==> src/rtl/lsu_pkg.sv <==
package lsu_pkg;
  typedef struct packed {
    logic is_byte;
    logic sext;
  } ld_fmt_t;
endpackage

==> src/rtl/lsu_agen.sv <==
module lsu_agen #(
  parameter int ADDR_W    = 32,
  parameter int OFF_W     = 16,
  parameter int LANE_BITS = 2
) (
  input  logic [ADDR_W-1:0]           base_in,
  input  logic [OFF_W-1:0]            off_in,
  input  logic                        is_byte,
  output logic [ADDR_W-LANE_BITS-1:0] word_addr,
  output logic [LANE_BITS-1:0]        byte_off,
  output logic                        unaligned
);
  localparam int EXT_W = ADDR_W - OFF_W;
  logic [ADDR_W-1:0] ea;

  always_comb begin
    ea        = base_in + {{EXT_W{off_in[OFF_W-1]}}, off_in};
    word_addr = ea[ADDR_W-1:LANE_BITS];
    byte_off  = ea[LANE_BITS-1:0];
    unaligned = !is_byte && (byte_off != '0);
  end
endmodule

==> src/rtl/lsu_lane_map.sv <==
module lsu_lane_map #(
  parameter int LANE_BITS = 2
) (
  input  logic                 big,
  input  logic [LANE_BITS-1:0] off,
  output logic [LANE_BITS-1:0] lane
);
  // Lane count is a power of two, so (LANES-1-off) equals ~off.
  always_comb lane = big ? ~off : off;
endmodule

==> src/rtl/lsu_store_fmt.sv <==
module lsu_store_fmt #(
  parameter int DATA_W = 32
) (
  input  logic [$clog2(DATA_W/8)-1:0] lane,
  input  logic                        is_byte,
  input  logic [DATA_W-1:0]           src,
  output logic [DATA_W/8-1:0]         be,
  output logic [DATA_W-1:0]           wdata
);
  localparam int LANES     = DATA_W / 8;
  localparam int LANE_BITS = $clog2(LANES);

  for (genvar g = 0; g < LANES; g++) begin : g_lane
    assign be[g]          = is_byte ? (lane == LANE_BITS'(g)) : 1'b1;
    assign wdata[g*8 +: 8] = is_byte ? src[7:0] : src[g*8 +: 8];
  end
endmodule

==> src/rtl/lsu_load_fmt.sv <==
module lsu_load_fmt #(
  parameter int DATA_W = 32
) (
  input  logic [DATA_W-1:0]           word,
  input  logic [$clog2(DATA_W/8)-1:0] lane,
  input  lsu_pkg::ld_fmt_t            fmt,
  output logic [DATA_W-1:0]           result
);
  localparam int LANES = DATA_W / 8;
  logic [7:0] lane_bytes [LANES];
  logic [7:0] sel;

  for (genvar g = 0; g < LANES; g++) begin : g_split
    assign lane_bytes[g] = word[g*8 +: 8];
  end

  always_comb begin
    sel = lane_bytes[lane];
    if (fmt.is_byte)
      result = {{(DATA_W-8){fmt.sext & sel[7]}}, sel};
    else
      result = word;
  end
endmodule

==> src/rtl/lsu_top.sv <==
module lsu_top #(
  parameter int DATA_W = 32,
  parameter int ADDR_W = 32,
  parameter int OFF_W  = 16
) (
  input  logic                                clk,
  input  logic                                rst,
  input  logic                                big_endian,
  input  logic                                req_valid,
  input  logic                                req_write,
  input  logic                                req_byte,
  input  logic                                req_signed,
  input  logic [ADDR_W-1:0]                   base_val,
  input  logic [OFF_W-1:0]                    offset_imm,
  input  logic [DATA_W-1:0]                   store_val,
  input  logic [DATA_W-1:0]                   mem_rdata,
  output logic                                mem_en,
  output logic                                mem_we,
  output logic [ADDR_W-$clog2(DATA_W/8)-1:0]  mem_addr,
  output logic [DATA_W/8-1:0]                 mem_be,
  output logic [DATA_W-1:0]                   mem_wdata,
  output logic                                misalign,
  output logic                                load_valid,
  output logic [DATA_W-1:0]                   load_data
);
  import lsu_pkg::*;

  localparam int LANES     = DATA_W / 8;
  localparam int LANE_BITS = $clog2(LANES);
  localparam int WADDR_W   = ADDR_W - LANE_BITS;

  logic [WADDR_W-1:0]   c_waddr;
  logic [LANE_BITS-1:0] c_off, c_lane;
  logic                 c_unal;
  logic [LANES-1:0]     c_be;
  logic [DATA_W-1:0]    c_wdata;
  logic                 c_ok, c_wr, c_rd;

  lsu_agen #(.ADDR_W(ADDR_W), .OFF_W(OFF_W), .LANE_BITS(LANE_BITS)) i_agen (
    .base_in(base_val), .off_in(offset_imm), .is_byte(req_byte),
    .word_addr(c_waddr), .byte_off(c_off), .unaligned(c_unal)
  );

  lsu_lane_map #(.LANE_BITS(LANE_BITS)) i_map (
    .big(big_endian), .off(c_off), .lane(c_lane)
  );

  lsu_store_fmt #(.DATA_W(DATA_W)) i_sfmt (
    .lane(c_lane), .is_byte(req_byte), .src(store_val),
    .be(c_be), .wdata(c_wdata)
  );

  always_comb begin
    c_ok = req_valid && !c_unal;
    c_wr = c_ok && req_write;
    c_rd = c_ok && !req_write;
  end

  // Load side pipeline: request stage, memory-return stage.
  logic                 rd_s1, rd_s2;
  logic [LANE_BITS-1:0] lane_s1, lane_s2;
  ld_fmt_t              fmt_s1, fmt_s2;
  logic [DATA_W-1:0]    ld_c;

  lsu_load_fmt #(.DATA_W(DATA_W)) i_lfmt (
    .word(mem_rdata), .lane(lane_s2), .fmt(fmt_s2), .result(ld_c)
  );

  always_ff @(posedge clk) begin
    if (rst) begin
      mem_en     <= 1'b0;
      mem_we     <= 1'b0;
      mem_addr   <= '0;
      mem_be     <= '0;
      mem_wdata  <= '0;
      misalign   <= 1'b0;
      rd_s1      <= 1'b0;
      rd_s2      <= 1'b0;
      lane_s1    <= '0;
      lane_s2    <= '0;
      fmt_s1     <= '0;
      fmt_s2     <= '0;
      load_valid <= 1'b0;
      load_data  <= '0;
    end else begin
      mem_en    <= c_ok;
      mem_we    <= c_wr;
      misalign  <= req_valid && c_unal;
      if (c_ok) mem_addr <= c_waddr;
      mem_be    <= c_wr ? c_be : '0;
      if (c_wr) mem_wdata <= c_wdata;

      rd_s1 <= c_rd;
      if (c_rd) begin
        lane_s1 <= c_lane;
        fmt_s1  <= '{is_byte: req_byte, sext: req_signed};
      end
      rd_s2   <= rd_s1;
      lane_s2 <= lane_s1;
      fmt_s2  <= fmt_s1;

      load_valid <= rd_s2;
      if (rd_s2) load_data <= ld_c;
    end
  end
endmodule

==> config.mk <==
export PLATFORM = sky130hd
export DESIGN_NAME = lsu_top
export DESIGN_NICKNAME = d
export VERILOG_FILES = /design/src/rtl/lsu_pkg.sv /design/src/rtl/lsu_agen.sv /design/src/rtl/lsu_lane_map.sv /design/src/rtl/lsu_store_fmt.sv /design/src/rtl/lsu_load_fmt.sv /design/src/rtl/lsu_top.sv
export SDC_FILE = /design/constraint.sdc
export NUM_CORES = 1
export LEC_CHECK = 0
export ABC_AREA = 0
export ABC_CLOCK_PERIOD_IN_PS = 3900
export BUFFER_PORTS_ARGS = -buffer_cell sky130_fd_sc_hd__buf_2
export CORE_MARGIN = 2
export CORE_UTILIZATION = 54
export DETAILED_ROUTE_END_ITERATION = 12
export PLACE_DENSITY = 0.95
export SLEW_MARGIN = 10
export SYNTH_ARGS = -nofsm -noshare
export SYNTH_HDL_FRONTEND = slang
export SYNTH_SLANG_ARGS = --single-unit
==> constraint.sdc <==
create_clock -name clk -period 3.9 [get_ports clk]
set_clock_uncertainty 0.2 [all_clocks]
set_input_delay 0 -clock clk [delete_from_list [all_inputs] [get_ports clk]]
set_output_delay 0 -clock clk [all_outputs]
set_load 0.01 [all_outputs]
==> results.cfg, run 1 <==
[routing]
drtIter0Drc = 649
avgViaCountPerCell = 5.952
via_count = 6881
drc = 0
drt_wl_total_um = 20820
drt_pass1_iterations = 6
final_antenna_net_count = 0
wl_per_cell_um = 18.01

[floorplan]
die_h_um = 110.8
core_mm2 = 0.01127
rows = 39
dieWidth_um = 110.8
io_pins = 221
fp.dieArea_mm2 = 0.01228
start_util_pct = 54.68

[sta]
finalSetupViolCount = 0
hold_viol_final = 1
slew_violations = 0
hold_slack_ns = -0.001072
grt_setup_unrepaired = no
worstMarginPinSlew_ns = 0.9630
period_share_pct = 82.68
relSlewSlack_pct = 35.71
max_freq_mhz = 310.1
post-route-min-period_ns = 3.224
fin_tns_setup_ns = 0

[cts]
cts.sinks = 112
clockBufferDepth = 2
cts_tree = done
cts_root_buf = clkbuf_16
h-tree-depth = 3
worstSkewPairLatency_ns = 0.35
clkTransAtPathRegs_ns = 0.08
numCtsBuffers = 9
post_cts_buffers = 0

[yosys]
ys_warn_count = 0
synth_top_area_share_pct = 36.38
async_reset_ff_share_pct = 0
syn_area_mm2 = 0.006163
ys_top_cells_by_area = dfxtp_1, a211oi_1, ha_1, a21oi_1, mux2i_1
synth_area_per_cell_um2 = 8.386
synth.distinct_cells = 66
synth_nets = 886
synth_edf_count = 0
ys_seq_elements = 112
seq_area_frac_synth_pct = 36.38
synthFlopType = dfxtp_1
synth_cells = 735
yosysTopAreaCell = dfxtp_1

[cells_and_area]
num_antenna_cells = 0
syn2layout_area_growth_pct = 36.18
drive_above_1_share_pct = 25.77
stdcell_area_mm2 = 0.008393
final_nets = 1159
utilization_pct = 74.46

[power]
power_frac_clock_pct = 32.0
p_leak_nw = 3.872
pwr-share-seq_pct = 42.1
p_total_mw = 2.976
netSwitchingPower_mw = 0.9173
switching_share_pct = 30.82
peakVddDrop_v = 0.0002665
comb_power_share_pct = 25.9
p_int_mw = 2.059
power_density_mw_per_mm2 = 354.6

[job]
cap_violations = 0

[placed_design]
port_buffers = 220
place_area_mm2 = 0.007276
hpwlAfterDp_um = 12450
place_congestion = 0.9364

[critical_path]
critical_path.endpoint_type = flop
crit_slowest_cell = fa_1
worstPathCellList = buf_2, ha_1, fa_1, o21bai_1, nand2_1, nor2_1, nand2_1, dlygate4sd3_1, a21oi_1, dlygate4sd3_1
critPathMaxFanout = 15
slowest_delay_ns = 0.59
worstSetupStartpointType = input port
crit_type = input port to flop
required_ns = 4.00
worstPathArrival_ns = 3.32

[outcome]
status = complete, but fails checks
violations = negative hold slack

[grt]
grt_pass1_wl_um = 33180
grt_pass1_vias = 6683
antenna_found_initial = 0
grt_max_degree = 80
overflow = 0
grt_usage_pct = 33.35

[hold_path]
hold_path_class = input port to flop
power by group through the flow:
| stage | combinational (mW) | sequential (mW) | clock, mW |
|---|---|---|---|
| finish | 0.771 | 1.25 | 0.951 |
| global route | 0.835 | 1.26 | 1.01 |
| CTS | 0.742 | 1.25 | 0.950 |
| detailed placement | 0.671 | 1.28 | 0 |
| global placement | 0.658 | 1.27 | 0 |
| floorplan | 0.429 | 1.30 | 0 |
routing by layer:
metal / wire length [µm] / part of all wire (%) / track usage [%]
met3: 1730 / 8.3 / 7.053
met4: 1396 / 6.7 / 22.17
met5: 0 / 0 / 0
met1: 7769 / 37 / 37.51
met2: 9921 / 48 / 56.85
timing repair:
| action | 4_1_cts | 5_1_grt |
|---|---|---|
| hold endpoints to repair | 95 | 0 |
| hold buffers | 82 | 0 |
| gates resized for setup | 0 | 0 |
final timing paths:
path	slack, ns	from	end	cells past startpoint
worst min register to register	0.25	mem_addr[10]	mem_addr[10]	2
worst max-delay path	0.68	base_val[0]	fmt_s1[0]	10
worst max register to register	1.68	lane_s2[0]	load_data[16]	4
worst min-delay path	-0.001	offset_imm[8]	mem_addr[6]	5
logic make-up after synthesis:
logic type | count (synthesis) | share of synthesized area, %
xor+xnor | 24 | 3.410
buf+inv | 57 | 4.283
fa+ha+maj | 32 | 6.618
flops | 112 | 36.38
compound gates | 222 | 24.56
simple gates | 251 | 18.49
mux | 37 | 6.253
Yosys cell counts, drive strengths merged, types with 5 or more instances:
| library cell | instances |
|---|---|
| a211oi | 62 |
| a21o | 16 |
| a21oi | 71 |
| a31oi | 10 |
| and3 | 9 |
| buf | 12 |
| clkbuf | 33 |
| dfxtp | 112 |
| ha | 31 |
| inv | 11 |
| mux2i | 34 |
| nand2 | 83 |
| nand2b | 27 |
| nand3 | 10 |
| nand4 | 5 |
| nor2 | 87 |
| nor2b | 8 |
| nor3 | 9 |
| o21ai | 31 |
| o21bai | 6 |
| xnor2 | 17 |
| xor2 | 7 |
area by class of cell:
type                            instances  area [µm²]
Clock buffer                           10       229.0
Inverter                               11       41.29
Tap cell                              143       178.9
Sequential cell                       112        2242
Timing Repair Buffer                  308        1969
Clock inverter                          6       67.56
Multi-Input combinational cell        566        3665
Fill cell                             758        2879
flip-flops by register name (all words and copies together) (netlist names):
name        flops
load_data      32
mem_wdata      32
mem_addr       30
mem_be          4
fmt_s1          2
fmt_s2          2
lane_s1         2
lane_s2         2
load_valid      1
mem_en          1
mem_we          1
misalign        1
rd_s1           1
rd_s2           1
layout by cell type (no fill, tap or decap), types with 7 or more instances in the layout:
| cell | synthesis | layout |
|---|---|---|
| nor2_1 | 87 | 87 |
| nand2b_1 | 27 | 27 |
| clkbuf_16 | 0 | 9 |
| nor3_1 | 9 | 9 |
| nand2_1 | 83 | 83 |
| buf_4 | 2 | 7 |
| nand3_1 | 10 | 10 |
| a21o_1 | 15 | 15 |
| ha_1 | 31 | 31 |
| xnor2_1 | 17 | 17 |
| dlygate4sd3_1 | 1 | 82 |
| mux2i_1 | 34 | 34 |
| dfxtp_1 | 112 | 112 |
| a211oi_1 | 62 | 62 |
| nor2b_1 | 8 | 8 |
| buf_2 | 2 | 219 |
| inv_1 | 11 | 11 |
| xor2_1 | 7 | 7 |
| a21oi_1 | 69 | 69 |
| o21ai_0 | 29 | 29 |
metrics by stage:
step	instances	setup WS, ns	hold slack, ns
final	1156	0.6757	-0.001072
after global routing	1156	0.4702	0.04011
after CTS	1156	0.6770	0.002218
after detailed placement	1058	1.168	0.05798
after global placement	1058	1.269	0.04398
after floorplan	735	1.516	-0.1276
critical path: cells and delay by family:
kind | cells | cell delay (ns)
AOI/OAI and AO/OA | 2 | 0.41
adders and majority gates | 2 | 0.80
buffers and inverters | 3 | 1.22
and+or+nand+nor | 3 | 0.89
Power figures use the tool's default switching activity.
==> run 2: changes to the inputs <==
Settings changed: ABC_CLOCK_PERIOD_IN_PS 3900 to 2600, CORE_UTILIZATION 54 to 46, PLACE_DENSITY 0.95 to 0.89.
Clock period 3.9 ns to 2.6 ns, I/O delays scaled along.
==> run 2 against run 1 <==
  * The flow still finishes with violations (negative hold slack)
  * Worst setup slack got worse by 0.59 ns
  * Critical endpoint is now mem_addr[25]
  * Via count fell by 1.1%
  * Global-route usage shrank 5.6 points
  * Die area rose by 17%
  * Register-to-register slack got worse by 0.97 ns
  * Highest routed layer unchanged
==> results.cfg, run 2 (synthesized netlist as in run 1, its figures left out) <==
[critical_path]
rrSetupSlack_ns = 0.71
slowest_delay_ns = 0.53
required_ns = 2.64
worst-path-buf-inv = 2
worstPathCellList = dlygate4sd3_1, buf_2, ha_1, a211oi_1, nor2_1, o41ai_4, a31oi_4, a311oi_2, xor2_1, o21ai_1
crit_family = compound AO/OA/AOI/OAI gates
crit_type = input port to flop
critical_path.endpoint_type = flop
worstPathArrival_ns = 2.55
critPathMaxFanout = 5
worstSetupStartpointType = input port
crit_slowest_cell = dlygate4sd3_1

[grt]
grt_pass1_vias = 6481
antenna_found_initial = 1
overflow = 0
grt_usage_pct = 27.74
grt_max_degree = 57
grt_pass1_wl_um = 31780

[placed_design]
port_buffers = 220
place_congestion = 0.9520
hpwlAfterDp_um = 13200
post-place-ws_ns = -0.04022

[power]
p_int_mw = 3.036
comb_power_share_pct = 27.5
peakVddDrop_v = 0.0002810
power_frac_clock_pct = 30.3
p_leak_nw = 3.962
pwr-share-seq_pct = 42.2
power_density_mw_per_mm2 = 513.0
netSwitchingPower_mw = 1.393
switching_share_pct = 31.45

[routing]
avgViaCountPerCell = 5.631
drt_pass1_iterations = 5
drtIter0Drc = 510
drc = 0
wl_per_cell_um = 17.11
via_count = 6802
final_antenna_net_count = 0
drt_wl_total_um = 20670

[sta]
fin_tns_setup_ns = 0
max_freq_mhz = 397.8
finalSetupViolCount = 0
hold_viol_final = 1
grt_setup_unrepaired = yes
hold_slack_ns = -0.004151
post-route-min-period_ns = 2.514
relSlewSlack_pct = 65.11
period_share_pct = 96.68
worstMarginPinSlew_ns = 0.5233
fin_ws_ns = 0.08626
slew_violations = 0

[cts]
h-tree-depth = 3
cts.sinks = 112
cts_root_buf = clkbuf_16
worstSkewPairLatency_ns = 0.35
clockBufferDepth = 2
clkTransAtPathRegs_ns = 0.07
numCtsBuffers = 9
cts_tree = done

[cells_and_area]
final_cell_mix = buf_2, dfxtp_1, nor2_1
reg_top3 = load_data x32, mem_wdata x32, mem_addr x30
final_nets = 1178
final_common_cell = buf_2
syn2layout_area_growth_pct = 40.07
drive_above_1_share_pct = 27.93

[floorplan]
dieWidth_um = 119.8
die_h_um = 119.8
rows = 42
io_pins = 221
core_mm2 = 0.01314
fp.dieArea_mm2 = 0.01434
start_util_pct = 46.91

[outcome]
status = complete, but fails checks
violations = negative hold slack

[hold_path]
hold_path_class = input port to flop

[job]
cap_violations = 0
-- run 2: cell types whose count changed in the layout (fill, tap and decap cells not counted), sizes merged --
cell	previous run	this run
buf	226	245
bufinv	1	0
clkbuf	10	9
clkinv	2	3
clkinvlp	2	1
diode	0	1
inv	12	13
-- run 2: power by group through the flow --
stage | Sequential (mW) | Clock, mW | Combinational, mW
after floorplan | 1.95 | 0 | 0.644
after global routing | 1.88 | 1.44 | 1.32
after detailed placement | 1.91 | 0 | 1.05
after global placement | 1.91 | 0 | 1.03
after CTS | 1.87 | 1.37 | 1.17
final | 1.87 | 1.34 | 1.22
-- run 2: routing by layer --
metal	vias up	GRT usage [%]	part of all wire, %
met1	3109	30.68	38
met2	366	49.32	50
met4	0	16.10	4.9
li1	3235	-	-
met3	92	5.418	7.1
met5	-	0	0
-- run 2: layout make-up --
| class | instances | area, µm² |
|---|---|---|
| Sequential cell | 112 | 2242 |
| Clock inverter | 6 | 53.80 |
| Multi-Input combinational cell | 566 | 3711 |
| Clock buffer | 9 | 225.2 |
| Inverter | 11 | 41.29 |
| Antenna cell | 1 | 2.502 |
| Tap cell | 176 | 220.2 |
| Timing Repair Buffer | 327 | 2137 |
| Fill cell | 1049 | 4504 |
-- run 2: tightest hold or removal path, cell delays in order --
cell	delay, ns
buf_2	0.08
ha_2	0.22
xnor2_1	0.08
nand2_1	0.06
a21oi_1	0.06
-- run 2: final timing paths --
path,startpoint,end,cells after the start
hold / removal,base_val[3],mem_addr[1],5
setup / recovery,offset_imm[6],mem_addr[25],10
hold reg to reg,rd_s1,rd_s2,1
setup reg to reg,lane_s2[0],load_data[30],4
-- run 2: timing repair --
action,4_1_cts,5_1_grt
buffers inserted,0,1
endpoints found under the setup margin,0,11
gates resized for setup,0,11
hold buffers,82,0
hold endpoints to repair,95,0
-- run 2: metrics by stage --
step	std cells	area, µm²	hold WS [ns]	total power [mW]	utilization (%)
5_1_grt	1208	8633	0.02374	4.642	65.71
6_report	1208	8633	-0.004151	4.429	65.71
2_1_floorplan	735	6163	-0.1276	2.591	-
3_5_place_dp	1109	7477	0.05643	2.962	56.91
4_1_cts	1206	8577	0.005105	4.406	65.29
3_3_place_gp	1109	7477	0.04268	2.940	56.91
==> run 3: changes to the inputs <==
Settings changed: CORE_ASPECT_RATIO set to 1.1, PLACE_DENSITY 0.89 to 0.76.
==> run 3 against run 2 <==
  * The run now ends clean
  * Global-route usage shrank 1.3 points
  * Wire length shrank 5.9%
  * Via count shrank 3.5%
  * Design area grew 0.36%
  * Sequential share of layout area shrank 0.094 points
  * Clock power is essentially flat
  * Critical endpoint is now mem_addr[23]
  * Largest power group unchanged
  * Highest routed layer unchanged
==> results.cfg, run 3 (synthesized netlist as in run 1, its figures left out) <==
[cells_and_area]
syn2layout_area_growth_pct = 40.58
reg_top3 = load_data x32, mem_wdata x32, mem_addr x30
utilization_pct = 65.85
final_cell_mix = buf_2, dfxtp_1, nor2_1
final_common_cell = buf_2
multiInputGateArea_mm2 = 0.003714
final_nets = 1183
fillers = 1083
seq_area_mm2 = 0.002242
drive_above_1_share_pct = 28.06
num_antenna_cells = 0

[cts]
cts.sinks = 112
numCtsBuffers = 9
worstSkewPairLatency_ns = 0.35
clockBufferDepth = 2
clkTransAtPathRegs_ns = 0.07
h-tree-depth = 3
cts_root_buf = clkbuf_16
cts_tree = done

[floorplan]
start_util_pct = 46.84
dieWidth_um = 114.4
fp.dieArea_mm2 = 0.01434
rows = 44
io_pins = 221
die_h_um = 125.4
core_mm2 = 0.01316

[placed_design]
hpwlAfterDp_um = 12880
place_congestion = 0.9084
port_buffers = 220
post-place-ws_ns = -0.04645

[sta]
relSlewSlack_pct = 63.08
grt_setup_unrepaired = yes
period_share_pct = 94.93
worstMarginPinSlew_ns = 0.5531
fin_ws_ns = 0.1318
finalSetupViolCount = 0
slew_violations = 0
post-route-min-period_ns = 2.468
hold_viol_final = 0
max_freq_mhz = 405.2

[critical_path]
worstPathArrival_ns = 2.49
worstPathCellList = dlygate4sd3_1, buf_2, ha_4, a21o_1, nand2_1, a21oi_2, o41ai_4, a31oi_2, buf_4, a31oi_2, xor2_1, o21ai_0
worstSetupStartpointType = input port
crit_type = input port to flop
critPathMostFrequentCell = a31oi_2
critical_path.endpoint_type = flop
crit_slowest_cell = dlygate4sd3_1
required_ns = 2.63
critPathMaxFanout = 5
slowest_delay_ns = 0.55

[power]
p_int_mw = 3.046
switching_share_pct = 31.04
peakVddDrop_v = 0.0002789
p_leak_nw = 3.985
p_total_mw = 4.417
pwr-share-seq_pct = 42.3
power_frac_clock_pct = 30.3
power_density_mw_per_mm2 = 509.7
comb_power_share_pct = 27.4
netSwitchingPower_mw = 1.371

[grt]
grt_usage_pct = 26.41
grt_pass1_wl_um = 30580
overflow = 0
antenna_found_initial = 0
grt_max_degree = 57
grt_pass1_vias = 6456

[routing]
drt_pass1_iterations = 5
avgViaCountPerCell = 5.481
wl_per_cell_um = 16.23
via_count = 6566
final_antenna_net_count = 0
drtIter0Drc = 456
drt_wl_total_um = 19450
drc = 0

[outcome]
status = complete, no violations

[hold_path]
hold_path_class = input port to flop

[job]
cap_violations = 0
run 3: per-stage QoR:
step | hold WS (ns) | setup TNS (ns) | area (µm²) | instances
3_5_place_dp | 0.04894 | -0.05033 | 7473 | 1096
5_1_grt | 0.05502 | -0.008072 | 8665 | 1198
6_report | 0.02195 | 0 | 8665 | 1198
2_1_floorplan | -0.1276 | 0 | 6163 | 735
3_3_place_gp | 0.04497 | -0.01153 | 7473 | 1096
4_1_cts | 0.006283 | 0 | 8608 | 1197
run 3: final cells by class:
| type | count | area share, % |
|---|---|---|
| repair buffers | 332 | 25.18 |
| flip-flops and latches | 112 | 25.88 |
| clock buffers | 9 | 2.599 |
| multi-input cells | 566 | 42.86 |
| well taps | 161 | 2.325 |
| inverters | 11 | 0.4765 |
| clock inverters | 7 | 0.6787 |
run 3: timing repair:
item | 4_1_cts | 5_1_grt
hold endpoints to repair | 96 | 0
setup buffers | 0 | 1
hold buffers | 85 | 0
gates resized for setup | 0 | 10
setup endpoints to repair | 0 | 7
run 3: path summary, 6_finish.rpt:
check,start,end,slack (ns),cells after the start
setup / recovery,offset_imm[3],mem_addr[23],0.13,12
setup reg to reg,lane_s2[0],load_data[30],0.56,4
hold reg to reg,mem_addr[7],mem_addr[7],0.25,2
hold / removal,base_val[15],mem_addr[14],0.02,5
run 3: layer usage:
metal / GRT usage, % / vias to the layer above / share of wire, %
li1: - / 3232 / -
met1: 31.64 / 3004 / 41
met2: 44.71 / 262 / 49
met3: 4.460 / 68 / 6.0
met4: 14.35 / 0 / 3.9
met5: 0 / - / 0
run 3: worst max-delay path, delay by kind of cell:
family	cells	cell delay [ns]
AOI/OAI and AO/OA	6	1.16
xor gates and xnor gates	1	0.15
adders and majority gates	1	0.23
buffers and inverters	3	0.87
and+or+nand+nor	1	0.09
run 3: power by group through the flow:
| stage | Sequential (mW) | Combinational (mW) | Clock (mW) |
|---|---|---|---|
| 6_report | 1.87 | 1.21 | 1.34 |
| 5_1_grt | 1.88 | 1.32 | 1.44 |
| 4_1_cts | 1.87 | 1.18 | 1.37 |
| 3_5_place_dp | 1.91 | 1.06 | 0 |
| 3_3_place_gp | 1.91 | 1.06 | 0 |
| 2_1_floorplan | 1.95 | 0.644 | 0 |
